File: src/rtl/cap32_pkg.sv
package cap32_pkg;

   // occupancy of the capture register and its single buffer entry
   typedef enum logic [1:0] {
      CH_EMPTY = 2'd0,
      CH_ONE   = 2'd1,
      CH_FULL  = 2'd2
   } ch_fill_t;

   // which capture path feeds the channel
   typedef enum logic {
      SRC_DIRECT  = 1'b0,
      SRC_ALIGNED = 1'b1
   } cap_src_t;

endpackage

File: src/rtl/cap32_counter.sv
module cap32_counter #(
   parameter int W = 16
) (
   input  logic         clk,
   input  logic         rst_n,
   input  logic         inc,
   output logic [W-1:0] cnt
);

   always_ff @(posedge clk) begin
      if (!rst_n)   cnt <= '0;
      else if (inc) cnt <= cnt + 1'b1;
   end

endmodule

File: src/rtl/cap32_pipe.sv
module cap32_pipe #(
   parameter int W     = 1,
   parameter int DEPTH = 1
) (
   input  logic         clk,
   input  logic         rst_n,
   input  logic [W-1:0] d,
   output logic [W-1:0] q
);

   if (DEPTH < 1) begin : g_bad_depth
      $error("cap32_pipe: DEPTH must be at least 1");
   end

   logic [W-1:0] stage_q [DEPTH];

   always_ff @(posedge clk) begin
      if (!rst_n) begin
         for (int i = 0; i < DEPTH; i++) stage_q[i] <= '0;
      end else begin
         stage_q[0] <= d;
         for (int i = 1; i < DEPTH; i++) stage_q[i] <= stage_q[i-1];
      end
   end

   assign q = stage_q[DEPTH-1];

endmodule

File: src/rtl/cap32_channel.sv
module cap32_channel
   import cap32_pkg::*;
#(
   parameter int SW = 32
) (
   input  logic          clk,
   input  logic          rst_n,
   input  logic          commit,
   input  logic [SW-1:0] stamp,
   input  logic          rd,
   input  logic          err_clr,
   output logic [SW-1:0] cap_val,
   output logic          cap_if,
   output logic          buf_valid,
   output logic          err_if
);

   ch_fill_t      fill_q, fill_d;
   logic [SW-1:0] reg_q, reg_d;
   logic [SW-1:0] buf_q, buf_d;
   logic          err_q, err_d;
   logic          reject;

   always_comb begin
      fill_d = fill_q;
      reg_d  = reg_q;
      buf_d  = buf_q;
      err_d  = err_q;
      reject = 1'b0;

      // read first
      if (rd) begin
         unique case (fill_q)
            CH_ONE:  fill_d = CH_EMPTY;
            CH_FULL: begin
               reg_d  = buf_q;
               fill_d = CH_ONE;
            end
            default: ;
         endcase
      end

      // then the new stamp, against the post-read occupancy
      if (commit) begin
         unique case (fill_d)
            CH_EMPTY: begin
               reg_d  = stamp;
               fill_d = CH_ONE;
            end
            CH_ONE: begin
               buf_d  = stamp;
               fill_d = CH_FULL;
            end
            default: reject = 1'b1;
         endcase
      end

      if (err_clr) err_d = 1'b0;
      if (reject)  err_d = 1'b1;
   end

   always_ff @(posedge clk) begin
      if (!rst_n) begin
         fill_q <= CH_EMPTY;
         reg_q  <= '0;
         buf_q  <= '0;
         err_q  <= 1'b0;
      end else begin
         fill_q <= fill_d;
         reg_q  <= reg_d;
         buf_q  <= buf_d;
         err_q  <= err_d;
      end
   end

   assign cap_val   = reg_q;
   assign cap_if    = (fill_q != CH_EMPTY);
   assign buf_valid = (fill_q == CH_FULL);
   assign err_if    = err_q;

endmodule

File: src/rtl/cap32_capture_unit.sv
module cap32_capture_unit
   import cap32_pkg::*;
#(
   parameter int CNT_W = 16,
   localparam int SW   = 2 * CNT_W
) (
   input  logic          clk,
   input  logic          rst_n,
   input  logic          en,
   input  logic          cap_evt,
   input  logic          dly_en,
   input  logic          rd,
   input  logic          err_clr,
   input  logic          cap_ie,
   input  logic          err_ie,
   output logic [SW-1:0] cap_val,
   output logic          cap_if,
   output logic          buf_valid,
   output logic          err_if,
   output logic          cap_irq,
   output logic          err_irq
);

   localparam int EVT_STAGES = 1;

   if (CNT_W < 2 || CNT_W > 32) begin : g_bad_width
      $error("cap32_capture_unit: CNT_W must lie in 2..32");
   end

   logic [CNT_W-1:0] lo_cnt, hi_cnt, lo_stage;
   logic             lo_wrap, ovf_evt, cap_evt_d;
   logic             commit;
   logic [SW-1:0]    stamp;
   cap_src_t         src;

   // low half: counts enabled clocks
   cap32_counter #(.W(CNT_W)) u_lo (
      .clk   (clk),
      .rst_n (rst_n),
      .inc   (en),
      .cnt   (lo_cnt)
   );

   assign lo_wrap = en && (lo_cnt == {CNT_W{1'b1}});

   // carry travels as a pipelined event
   cap32_pipe #(.W(1), .DEPTH(EVT_STAGES)) u_ovf_pipe (
      .clk   (clk),
      .rst_n (rst_n),
      .d     (lo_wrap),
      .q     (ovf_evt)
   );

   cap32_counter #(.W(CNT_W)) u_hi (
      .clk   (clk),
      .rst_n (rst_n),
      .inc   (ovf_evt),
      .cnt   (hi_cnt)
   );

   // delayed capture path holds the low half for the same latency
   cap32_pipe #(.W(CNT_W + 1), .DEPTH(EVT_STAGES)) u_cap_pipe (
      .clk   (clk),
      .rst_n (rst_n),
      .d     ({cap_evt, lo_cnt}),
      .q     ({cap_evt_d, lo_stage})
   );

   assign src    = dly_en ? SRC_ALIGNED : SRC_DIRECT;
   assign commit = (src == SRC_ALIGNED) ? cap_evt_d : cap_evt;
   assign stamp  = (src == SRC_ALIGNED) ? {hi_cnt, lo_stage} : {hi_cnt, lo_cnt};

   cap32_channel #(.SW(SW)) u_ch (
      .clk       (clk),
      .rst_n     (rst_n),
      .commit    (commit),
      .stamp     (stamp),
      .rd        (rd),
      .err_clr   (err_clr),
      .cap_val   (cap_val),
      .cap_if    (cap_if),
      .buf_valid (buf_valid),
      .err_if    (err_if)
   );

   assign cap_irq = cap_if & cap_ie;
   assign err_irq = err_if & err_ie;

endmodule

File: config.mk
export PLATFORM = sky130hd
export DESIGN_NAME = cap32_capture_unit
export DESIGN_NICKNAME = d
export VERILOG_FILES = /design/src/rtl/cap32_pkg.sv /design/src/rtl/cap32_counter.sv /design/src/rtl/cap32_pipe.sv /design/src/rtl/cap32_channel.sv /design/src/rtl/cap32_capture_unit.sv
export SDC_FILE = /design/constraint.sdc
export NUM_CORES = 1
export LEC_CHECK = 0
export BUFFER_PORTS_ARGS = -buffer_cell sky130_fd_sc_hd__buf_2
export CORE_ASPECT_RATIO = 1.2
export CORE_MARGIN = 2
export CORE_UTILIZATION = 65
export CTS_BUF_LIST = sky130_fd_sc_hd__clkbuf_2
export CTS_CLUSTER_DIAMETER = 50
export DETAILED_ROUTE_END_ITERATION = 10
export GPL_TIMING_DRIVEN = 0
export PLACE_DENSITY = 0.86
export SLEW_MARGIN = 5
export SYNTH_ARGS = -nofsm -noshare
export SYNTH_HDL_FRONTEND = slang
export SYNTH_SLANG_ARGS = --single-unit
File: constraint.sdc
create_clock -name clk -period 4 [get_ports clk]
set_input_delay 0.2 -clock clk [delete_from_list [all_inputs] [get_ports clk]]
set_output_delay 0.2 -clock clk [all_outputs]
set_load 0.03 [all_outputs]
### Yosys cells after proc, flatten, opt, wreduce, memory -nomap -nowiden

Memories as Yosys holds them, arrays and structs flattened.
Index checks and enable logic that the tools add are counted.

| storage, ports and cells | value |
|---|---|
| register bits after elaboration | 99 |
| word-level logic and storage cells | 45 |
| input bits | 9 |
| memories kept | 2 |
| memory bits (writable) | 18 |

| cells by class | value |
|---|---|
| $add $sub $neg | 2 |
| multiplexer cells | 21 |
| bitwise logic cells | 2 |
| reduce and logical (&&, ||, !) cells | 8 |
| equality and inequality tests | 4 |

Memory list:

| memory | depth | width | read ports | clocked after Yosys merged registers in | wr ports | RTL line | RTL |
|---|---|---|---|---|---|---|---|
| u_cap_pipe.stage_q | 1 | 17 | 1 | 0 | 1 | cap32_pipe.sv:15 | `logic [W-1:0] stage_q [DEPTH];` |
| u_ovf_pipe.stage_q | 1 | 1 | 1 | 0 | 1 | cap32_pipe.sv:15 |  |

Operators by type and width:

| cell | number |
|---|---|
| 32-bit two-way mux | 4 |
| 16-bit by 1-bit adder with 16-bit output (second input constant) | 2 |
| 17-bit two-way mux | 1 |
| 17-bit OR reduction | 1 |
| 16-bit equality test (second input constant) | 1 |
| 16-bit two-way mux | 1 |
| 1-bit two-way mux | 11 |
| 2-bit case mux with 2 select lines | 2 |
| 2-bit by 1-bit equality test with 1-bit output (second input constant) | 2 |
| 2-bit two-way mux | 2 |
| 2-bit nonzero test | 2 |
| 1-bit bitwise AND | 2 |
| 2-bit equality test (second input constant) | 1 |
| 2-bit zero test | 1 |
| 2-bit AND reduction | 1 |
| 2-bit OR reduction | 1 |
| 1-bit logical AND | 1 |
| 1-bit OR reduction | 1 |

### Depth between registers and ports, before layout

Gate-level depths: netlist of run 1.

| logic depth | value |
|---|---|
| depth in word-level cells | 8 |
| gate-level depth with buffers | 8 |
| gate-level depth less buffers | 6 |

### Modules after synthesis

Synthesis of run 1 repeated with hierarchy kept, for this count alone.

| unflattened totals | value |
|---|---|
| cell total of the unflattened synthesis | 572 |
| area total of the unflattened synthesis | 5077.4 um2 |

Modules (own cells, without submodules):

| module | instances | area an instance (um2) | seq. area each (um2) | cells an instance |
|---|---|---|---|---|
| cap32_channel | 1 | 2780.2 | 1341.3 | 342 |
| cap32_counter | 2 | 744.5 | 320.3 | 83 |
| cap32_pipe at u_cap_pipe | 1 | 474.2 | 340.3 | 35 |
| cap32_capture_unit | 1 | 307.8 | 0.0 | 27 |
| cap32_pipe at u_ovf_pipe | 1 | 26.3 | 20.0 | 2 |

### Worst setup path before layout of run 1

OpenSTA, ideal clock, no wires.

| timing path | value |
|---|---|
| path kind | register -> register |
| start | reg u_ch.fill_q[1] |
| end | reg u_ch.reg_q[10], in the netlist u_ch.cap_val[10] |
| data arrival time | 1.742 ns |
| cell stages (with the launch flop) | 7 |
| path buffers | 2 |
| slack | 2.171 ns |
| clock period less this slack | 1.829 ns |
| setup time | 0.087 ns |
| path through | dfxtp_1 mux2i_1 ha_1 clkbuf_1 clkbuf_1 a22oi_1 a221oi_2 |

| on the way | value |
|---|---|
| cells in the longest elaborated chain, start to end | 6 |

RTL lines:

| what | RTL line | RTL |
|---|---|---|
| start: declaration | cap32_channel.sv:18 | `ch_fill_t fill_q, fill_d;` |
| start signal: assignment | cap32_channel.sv:69 | `fill_q <= fill_d;` |
| 2-bit equality test or 2-bit by 1-bit equality test with 1-bit output (tied branches) | cap32_channel.sv:33 | `unique case (fill_q)` |
| 2-bit case mux with 2 select lines | cap32_channel.sv:33 |  |
| 2-bit two-way mux | cap32_channel.sv:32 | `if (rd) begin` |
| 2-bit zero test | cap32_channel.sv:45 | `unique case (fill_d)` |
| 32-bit two-way mux | cap32_channel.sv:45 |  |
| 32-bit two-way mux (*) | cap32_channel.sv:44 | `if (commit) begin` |
| end signal: assignment | cap32_channel.sv:70 | `reg_q <= reg_d;` |
| end: declaration | cap32_channel.sv:19 | `logic [SW-1:0] reg_q, reg_d;` |

Mark *: on every way between the ends. The rest lies on a longest branch, timed or not.
A chain may end at the register's enable or synchronous reset.

### Worst setup path in the final report of run 1

| timing path | value |
|---|---|
| start | reg u_ch.fill_q[1] |
| end | reg u_ch.buf_q[6] |

| on the way | value |
|---|---|
| cells in the longest elaborated chain, start to end | 5 |

RTL lines:

| what | RTL line | RTL |
|---|---|---|
| 2-bit equality test or 2-bit by 1-bit equality test with 1-bit output (tied branches) | cap32_channel.sv:33 |  |
| 2-bit case mux with 2 select lines | cap32_channel.sv:33 |  |
| 2-bit two-way mux (*) | cap32_channel.sv:32 |  |
| 2-bit by 1-bit equality test with 1-bit output (*) | cap32_channel.sv:45 |  |
| 2-bit AND reduction (no source line) (*) | - |  |
| end signal: assignment | cap32_channel.sv:71 | `buf_q <= buf_d;` |
| end: declaration | cap32_channel.sv:20 | `logic [SW-1:0] buf_q, buf_d;` |

Marked as above.

==> results.tsv, run 1 <==
stage	metric	value	unit
timing	max_freq	0.418	GHz
pwr	p_per_area	442	mW/mm²
timing	finalCriticalPeriod	2.39	ns
synth	synth_top_area_cell	dfxtp_1	
global_routing	grt_max_degree	17	
placement	place_area	0.00534	mm²
final_layout	fin_cells	708	
clock_network	clock_latency	0.66	ns
global_routing	grt-ovfl-total	0	
floorplanning	fp.dieW	84.2	µm
status	status	finished clean	
timing	skew	0.0276	ns
timing	worst_pin_slew	0.738	ns
final_layout	finalInstanceArea	0.00567	mm²
final_layout	multi_input_comb_area	0.00240	mm²
timing	relSlewSlack	50.8	%
floorplanning	die_y	100	µm
setup_path	cp_top_family	buffers and inverters	
synth	synth_top_area_share	46.7	%
pwr	power	2.50	mW
hold_path	hold_path_depth	3	
setup_path	critPathRequiredTime	4.53	ns
setup_path	critical-path-max-stage-delay	0.45	ns
floorplanning	io_pins	46	
clock_network	cts_buffers	17	
pwr	ir_worst_vdd	0.000336	V
setup_path	path_common_cell	inv_1	
routing	wl_per_cell	16.8	µm
setup_path	crit_path_end_kind	flip-flop	
synth	synth_edf_count	0	
synth	synthDistinctLibCells	42	
clock_network	clk_pin_slew	0.16	ns
timing	setup_viol	0	
final_layout	ff_latch_area	0.00234	mm²
routing	ant_nets	0	
clock_network	cts_buffer_depth	2	
synth	syn_nets	552	
routing	first_pass_iters	8	
placement	hpwl	8440	µm
clock_network	root_buffer	clkbuf_2	
timing	fin_tns_setup	0	ns
timing	period_share	59.8	%
synth	yosysMostFrequentCell	dfxtp_1	
clock_network	cts_tree	done	
global_routing	grt_pass1_wl	19600	µm
synth	syn_avg_cell_area	9.31	µm²
synth	mappedNetlistArea	0.00501	mm²
synth	ys_top_cells_by_area	dfxtp_1, nand2_1, mux2i_1	
flow_run	cap_violations	0	
timing	slew_violations	0	
clock_network	htreeDepth	4	
setup_path	crit_arrival	2.93	ns
setup_path	critical_path_cell_count	8	
setup_path	crit_slowest_cell	dfxtp_1	
hold_path	hold_class	in2reg	
setup_path	cp_num_buf_inv	4	
final_layout	diodes	0	
synth	synthCells	538	
pwr	p_leak	2.14	nW
global_routing	antenna_found_initial	0	
setup_path	crit_fanout	10	
timing	grt_setup_unrepaired	false	
clock_network	cts_num_sinks	117	
timing	hold_viol	0	
global_routing	grt_usage	29.5	%
global_routing	grt_pass1_vias	4221	
synth	synthTopCellsByCount	dfxtp_1, nand2_1, a21oi_1	
synth	synth_flop_cell	dfxtp_1	
floorplanning	core	0.00758	mm²
clock_network	cts.repair.resized	0	
floorplanning	rows	35	
routing	vias	4386	
floorplanning	start_util	66.1	%
final_layout	final_layout_size_suffix_gt1_share	19.6	%
synth	ys_seq_elements	117	
synth	yosys_warnings	0	
routing	drt_drc_violations_left	0	
setup_path	path_cells	mux2i_1 > inv_1 > ha_1 > clkbuf_1 > inv_1 > nor2_1 > buf_2 > a211oi_1	
final_layout	layout.nets	619	
setup_path	reg2reg_depth	8	
final_layout	area_delta_synth_final	13.1	%
routing	drt_wl_total	11900	µm
routing	viasPerCell	6.19	
routing	drt-initial-drc-count	343	
setup_path	crit_type	reg2reg	
final_layout	fillerInstances	554	
synth	synthArstFlopShare	0	%
floorplanning	dieArea	0.00843	mm²
placement	place_congestion	0.883	
placement	io_buffers	43	
synth	ys_seq_area_share	46.7	%
placement	dp_cells	673	
setup_path	start_kind	flip-flop	
layout make-up:
| class | count | area share [%] |
|---|---|---|
| Timing Repair Buffer | 48 | 4.68 |
| Inverter | 9 | 0.596 |
| Tap cell | 92 | 2.03 |
| Clock inverter | 13 | 3.33 |
| Buffer | 46 | 4.22 |
| Multi-Input combinational cell | 366 | 42.3 |
| Sequential cell | 117 | 41.3 |
| Clock buffer | 17 | 1.50 |
path summary, 6_finish.rpt:
path / from / to / slack [ns]
min reg2reg: u_ch.buf_q[30] / u_ch.cap_val[30] / 0.46
max: u_ch.fill_q[1] / u_ch.buf_q[6] / 1.61
max reg2reg: u_ch.fill_q[1] / u_ch.buf_q[6] / 1.61
min: dly_en / u_ch.buf_q[2] / 0.009
sequential cells by signal, summed over array words and instances, names as in the netlist:
signal              cells
u_ch.buf_q             32
u_ch.cap_val           32
u_cap_pipe.stage_q     17
u_hi.cnt               16
u_lo.cnt               16
u_ch.fill_q             2
u_ch.err_if             1
u_ovf_pipe.stage_q      1
routing by layer:
metal	wire [µm]	track usage (%)
met5	0	0
met4	368	11.8
met3	712	7.48
met2	6270	53.4
met1	4570	33.2
what timing repair did:
action	in CTS	in global routing
setup endpoints to repair	0	0
buffers inserted	0	0
hold buffers	5	0
hold endpoints to repair	13	0
per-stage QoR:
step                      hold WS, ns  util, %  setup slack, ns
after global placement          0.456     70.5             1.77
after CTS                      0.0104     74.8             1.64
after detailed placement        0.460     70.5             1.71
after floorplan                 0.322        -             2.17
after global routing           0.0138     74.8             1.40
final                         0.00884     74.8             1.61
worst reg2reg max path: cells and delay by family, from the launching register on:
family,cells,cell delay (ns)
mux,1,0.18
flops,1,0.45
buf+inv,4,0.95
fa+ha+maj,1,0.14
simple gates,1,0.44
compound gates,1,0.12
logic make-up (layout without fill, tap and decap cells):
kind of cell / after synthesis / after routing / synth area share [%]
AOI/OAI and AO/OA: 137 / 137 / 19.9
xor gates and xnor gates: 8 / 8 / 1.40
adders and majority gates: 5 / 5 / 1.25
buffers and inverters: 55 / 133 / 5.44
DFF: 117 / 117 / 46.7
muxes: 33 / 33 / 7.07
and+or+nand+nor: 183 / 183 / 18.3
report_power, final:
group / switching, mW / leakage, nW / total (mW) / internal, mW
clock: 0.426 / 0.162 / 0.883 / 0.456
sequential: 0.0277 / 0.950 / 1.24 / 1.21
combinational: 0.259 / 1.03 / 0.379 / 0.120
placed cells by master (no fill, tap or decap), types with 18 or more instances in the layout:
cell | netlist | routed
nor3_1 | 18 | 18
nor2_1 | 22 | 22
a22oi_1 | 18 | 18
clkbuf_1 | 24 | 24
nand3_1 | 22 | 22
nand2_1 | 63 | 63
buf_2 | 14 | 57
mux2i_1 | 23 | 23
dfxtp_1 | 117 | 117
a21oi_1 | 43 | 43
Power figures use the tool's default switching activity.
==> run 2: changes to the inputs <==
--- a/config.mk
+++ b/config.mk
@@ -8,12 +8,12 @@
 export BUFFER_PORTS_ARGS = -buffer_cell sky130_fd_sc_hd__buf_2
 export CORE_ASPECT_RATIO = 1.2
 export CORE_MARGIN = 2
-export CORE_UTILIZATION = 65
+export CORE_UTILIZATION = 55
 export CTS_BUF_LIST = sky130_fd_sc_hd__clkbuf_2
 export CTS_CLUSTER_DIAMETER = 50
 export DETAILED_ROUTE_END_ITERATION = 10
 export GPL_TIMING_DRIVEN = 0
-export PLACE_DENSITY = 0.86
+export PLACE_DENSITY = 0.78
 export SLEW_MARGIN = 5
 export SYNTH_ARGS = -nofsm -noshare
 export SYNTH_HDL_FRONTEND = slang
==> constraint.sdc (replaced) <==
create_clock -name clk -period 1.9 [get_ports clk]
set_input_delay 0.095 -clock clk [delete_from_list [all_inputs] [get_ports clk]]
set_output_delay 0.095 -clock clk [all_outputs]
set_load 0.03 [all_outputs]
==> run 2 against run 1 <==
Critical path depth fell by 1. Wire length rose by 4.2%. Sequential share of layout area fell by 0.81 points. Cell area rose by 2.2%. Clock power rose by 110%. Global-route usage fell by 3.7 points. Worst setup slack got worse by 1.5 ns. First-iteration DRC count fell by 36%. Non-clock buffer count rose by 3. Core utilization fell by 10 points. Register-to-register slack got worse by 1.5 ns. Via count fell by 0.30%. Critical endpoint is now u_ch.buf_q[9]. Highest routed layer unchanged.
==> results.tsv, run 2 (synthesis gave the netlist of run 1 again) <==
stage	metric	value	unit
floorplanning	rows	38	
final_layout	finalInstanceArea	0.00579	mm²
routing	ant_nets	0	
placement	place_congestion	0.852	
floorplanning	io_pins	46	
clock_network	clock_latency	0.69	ns
setup_path	crit_slowest_cell	dfxtp_4	
routing	drt_drc_violations_left	0	
setup_path	crit_type	reg2reg	
pwr	ir_worst_vdd	0.000507	V
status	status	finished clean	
timing	worst_pin_slew	0.754	ns
setup_path	worstReg2RegStart	u_ch.fill_q[1]	
timing	setup_slack	0.103	ns
timing	setup_viol	0	
setup_path	crit_fanout	10	
clock_network	clk_pin_slew	0.18	ns
timing	finalCriticalPeriod	1.80	ns
setup_path	critical-path-max-stage-delay	0.40	ns
hold_path	hold_start	cap_evt	
setup_path	crit_path_end_kind	flip-flop	
pwr	p_leak	2.17	nW
timing	grt_setup_unrepaired	false	
placement	dp_slack	-0.424	ns
setup_path	path_cells	mux2i_4 > inv_1 > ha_2 > inv_2 > nor2_4 > buf_2 > a211oi_1	
routing	first_pass_iters	5	
final_layout	diodes	0	
routing	vias	4373	
routing	drt-initial-drc-count	219	
final_layout	layout_common_cells	dfxtp_1, nand2_1, buf_2, a21oi_1	
timing	relSlewSlack	49.7	%
clock_network	cts_buffer_depth	2	
global_routing	grt_max_degree	17	
timing	hold_slack	0.218	ns
global_routing	grt_pass1_vias	4253	
floorplanning	die_y	109	µm
global_routing	grt_usage	25.8	%
final_layout	final_layout_size_suffix_gt1_share	22.3	%
routing	wl_per_cell	16.8	µm
setup_path	critPathRequiredTime	2.50	ns
setup_path	crit_arrival	2.40	ns
final_layout	final_util	64.8	%
placement	io_buffers	43	
pwr	p_per_area	922	mW/mm²
floorplanning	dieArea	0.00989	mm²
floorplanning	core	0.00894	mm²
pwr	power	5.34	mW
setup_path	critPathLaunch	u_ch.fill_q[1]	
clock_network	htreeDepth	4	
global_routing	grt-ovfl-total	0	
final_layout	layout.nets	622	
placement	place_area	0.00538	mm²
floorplanning	start_util	56.1	%
global_routing	antenna_found_initial	0	
placement	hpwl	8590	µm
timing	period_share	94.6	%
clock_network	cts_buffers	17	
global_routing	grt_pass1_wl	20100	µm
final_layout	area_delta_synth_final	15.6	%
timing	hold_viol	0	
flow_run	cap_violations	0	
timing	skew	0.0188	ns
clock_network	cts_tree	done	
timing	max_freq	0.557	GHz
final_layout	layout_commonest_cell	dfxtp_1	
floorplanning	fp.dieW	91.1	µm
hold_path	hold_class	in2reg	
routing	viasPerCell	5.91	
setup_path	start_kind	flip-flop	
clock_network	root_buffer	clkbuf_2	
routing	drt_wl_total	12400	µm
timing	slew_violations	0	
clock_network	cts_num_sinks	117	
==> run 2: metrics by stage <==
step | setup TNS, ns | cells
CTS | 0 | 738
global route | 0 | 740
global placement | -8.66 | 701
finish | 0 | 740
detailed placement | -10.83 | 701
floorplan | 0 | 538
==> run 2: path summary, 6_finish.rpt <==
check | endpoint | slack [ns] | depth (start not counted)
setup reg to reg | u_ch.buf_q[9] | 0.10 | 7
hold / removal | u_cap_pipe.stage_q[0][16] | 0.22 | 3
hold reg to reg | u_ch.cap_val[1] | 0.48 | 2
setup / recovery | u_ch.buf_q[9] | 0.10 | 7
==> run 2: repair_timing <==
action,in CTS,in global routing
endpoints found under the setup margin,60,51
setup buffers,1,2
hold buffers,6,0
pin swaps,1,1
endpoints found under the hold margin,39,0
resized for setup,11,16
==> run 2: final cells by class <==
| class | count | area [µm²] |
|---|---|---|
| clock inverters | 13 | 188 |
| fillers | 775 | 3150 |
| multi-input cells | 366 | 2420 |
| repair buffers | 52 | 300 |
| inverters | 9 | 37.5 |
| well taps | 120 | 150 |
| clock buffers | 18 | 90.1 |
| flip-flops and latches | 117 | 2350 |
| plain buffers | 45 | 253 |
==> run 2: layer usage <==
| layer | vias to the layer above | GRT usage (%) | wire length [µm] |
|---|---|---|---|
| li1 | 2101 | - | - |
| met1 | 2083 | 28.2 | 4930 |
| met2 | 159 | 47.6 | 6580 |
| met3 | 30 | 6.97 | 666 |
| met4 | 0 | 9.74 | 249 |
| met5 | - | 0 | 0 |
==> run 2: power by group <==
| part | total (mW) | switching, mW | internal, mW | leakage (nW) |
|---|---|---|---|---|
| Combinational | 0.832 | 0.556 | 0.275 | 1.06 |
| Clock | 1.89 | 0.918 | 0.971 | 0.164 |
| Sequential | 2.62 | 0.0621 | 2.56 | 0.951 |
==> run 2: critical path, delay by kind of cell (launching register included) <==
family                   cells  cell delay (ns)
multiplexers                 1             0.20
buffers and inverters        3             0.49
adder cells (fa/ha/maj)      1             0.25
flip-flops                   1             0.40
AND/OR/NAND/NOR              1             0.10
AO/OA/AOI/OAI                1             0.28
==> run 3: changes to the inputs <==
--- a/config.mk
+++ b/config.mk
@@ -13,8 +13,8 @@
 export CTS_CLUSTER_DIAMETER = 50
 export DETAILED_ROUTE_END_ITERATION = 10
 export GPL_TIMING_DRIVEN = 0
-export PLACE_DENSITY = 0.78
-export SLEW_MARGIN = 5
+export PLACE_DENSITY = 0.83
+export SLEW_MARGIN = 40
 export SYNTH_ARGS = -nofsm -noshare
 export SYNTH_HDL_FRONTEND = slang
 export SYNTH_SLANG_ARGS = --single-unit
==> run 3 against run 2 <==
Via count rose by 2.3%. Global-route usage rose by 0.47 points. Clock power fell by 5%. Critical endpoint is now u_ch.buf_q[6]. Sequential share of layout area barely moved. Count of clock-buffer cells in the layout rose by 2. Core utilization fell by 0.084 points. Flip-flop and latch count did not move. Worst setup slack got worse by 0.073 ns.
==> results.tsv, run 3 (synthesis gave the netlist of run 1 again) <==
stage	metric	value	unit
final_layout	finalInstanceArea	0.00578	mm²
timing	slew_violations	0	
timing	worst_pin_slew	0.749	ns
setup_path	start_kind	flip-flop	
final_layout	diodes	0	
global_routing	grt_pass1_vias	4456	
routing	ant_nets	0	
pwr	p_per_area	908	mW/mm²
timing	setup_slack	0.0299	ns
setup_path	crit_arrival	2.40	ns
routing	drt_drc_violations_left	0	
setup_path	path_cells	nand2b_1 > nand2_1 > ha_2 > inv_2 > nor2_4 > buf_2 > a211oi_1	
placement	dp_slack	-0.460	ns
global_routing	grt_pass1_wl	20500	µm
global_routing	grt-ovfl-total	0	
routing	vias	4474	
pwr	ir_worst_vdd	0.000597	V
final_layout	area_delta_synth_final	15.4	%
setup_path	cp_num_buf_inv	2	
timing	finalCriticalPeriod	1.87	ns
floorplanning	die_y	109	µm
clock_network	root_buffer	clkbuf_2	
setup_path	critPathRequiredTime	2.43	ns
floorplanning	fp.dieW	91.1	µm
setup_path	critical_path_cell_count	7	
global_routing	grt_max_degree	17	
status	status	finished clean	
clock_network	htreeDepth	4	
routing	drt-initial-drc-count	273	
clock_network	clock_latency	0.67	ns
final_layout	layout_commonest_cell	dfxtp_1	
routing	drt_wl_total	12800	µm
final_layout	fin_cells	738	
clock_network	clk_pin_slew	0.16	ns
setup_path	crit_fanout	10	
setup_path	critical-path-max-stage-delay	0.38	ns
timing	max_freq	0.535	GHz
setup_path	crit_slowest_cell	dfxtp_2	
timing	period_share	98.4	%
global_routing	grt_usage	26.3	%
setup_path	cp_top_family	simple AND/OR/NAND/NOR gates	
timing	hold_viol	0	
placement	place_area	0.00538	mm²
timing	relSlewSlack	50.0	%
final_layout	layout.nets	620	
floorplanning	start_util	56.1	%
clock_network	cts_num_sinks	117	
global_routing	antenna_found_initial	0	
setup_path	reg2reg_depth	7	
floorplanning	dieArea	0.00989	mm²
routing	first_pass_iters	5	
floorplanning	rows	38	
timing	grt_setup_unrepaired	true	
floorplanning	core	0.00894	mm²
flow_run	cap_violations	0	
placement	place_congestion	0.882	
placement	dp_cells	701	
timing	skew	0.0270	ns
placement	hpwl	8900	µm
clock_network	cts_tree	done	
final_layout	layout_common_cells	dfxtp_1, nand2_1, buf_2, a21oi_1	
setup_path	crit_path_end_kind	flip-flop	
clock_network	cts_buffers	17	
setup_path	crit_type	reg2reg	
placement	io_buffers	43	
pwr	p_leak	2.17	nW
timing	setup_viol	0	
clock_network	cts_buffer_depth	2	
routing	viasPerCell	6.06	
routing	wl_per_cell	17.3	µm
final_layout	final_layout_size_suffix_gt1_share	22.8	%
floorplanning	io_pins	46	
hold_path	hold_path_depth	3	
hold_path	hold_class	in2reg	
pwr	power	5.25	mW
[run 3: final timing paths]
check,start,slack (ns),to
setup / recovery,u_ch.fill_q[0],0.03,u_ch.buf_q[6]
hold / removal,cap_evt,0.22,u_cap_pipe.stage_q[0][16]
setup reg to reg,u_ch.fill_q[0],0.03,u_ch.buf_q[6]
hold reg to reg,u_ch.cap_val[0],0.48,u_ch.cap_val[0]
[run 3: worst register-to-register path, stage by stage (launching register included)]
cell	delay, ns
dfxtp_2	0.38
nand2b_1	0.17
nand2_1	0.14
ha_2	0.32
inv_2	0.15
nor2_4	0.22
buf_2	0.25
a211oi_1	0.11
[run 3: power by group]
part           internal [mW]  switching, mW
logic                  0.276          0.560
clock network          0.861          0.929
registers               2.56         0.0665
[run 3: timing repair]
item,CTS,global route
setup endpoints to repair,50,47
hold buffers,6,0
setup buffers,1,0
endpoints found under the hold margin,36,0
pin swaps,1,0
gates resized for setup,11,18
[run 3: final cells by class]
cell class / count / area (µm²)
fillers: 748 / 3160
multi-input cells: 366 / 2460
flip-flops and latches: 117 / 2340
repair buffers: 50 / 283
plain buffers: 45 / 250
clock inverters: 11 / 159
well taps: 120 / 150
clock buffers: 20 / 100
inverters: 9 / 37.5
[run 3: metal layers]
metal / part of all wire, % / global-route usage [%] / routed length (µm)
met5: 0 / 0 / 0
met4: 2.5 / 12.3 / 322
met3: 5.3 / 5.71 / 680
met2: 53 / 49.5 / 6770
met1: 39 / 27.8 / 5010
[run 3: metrics by stage]
| stage | util (%) | TNS [ns] | hold slack (ns) |
|---|---|---|---|
| 5_1_grt | 64.7 | -0.738 | 0.215 |
| 3_3_place_gp | 60.1 | -8.50 | 0.352 |
| 3_5_place_dp | 60.1 | -12.39 | 0.364 |
| 6_report | 64.7 | 0 | 0.220 |
| 4_1_cts | 64.0 | 0 | 0.195 |
| 2_1_floorplan | - | 0 | 0.217 |
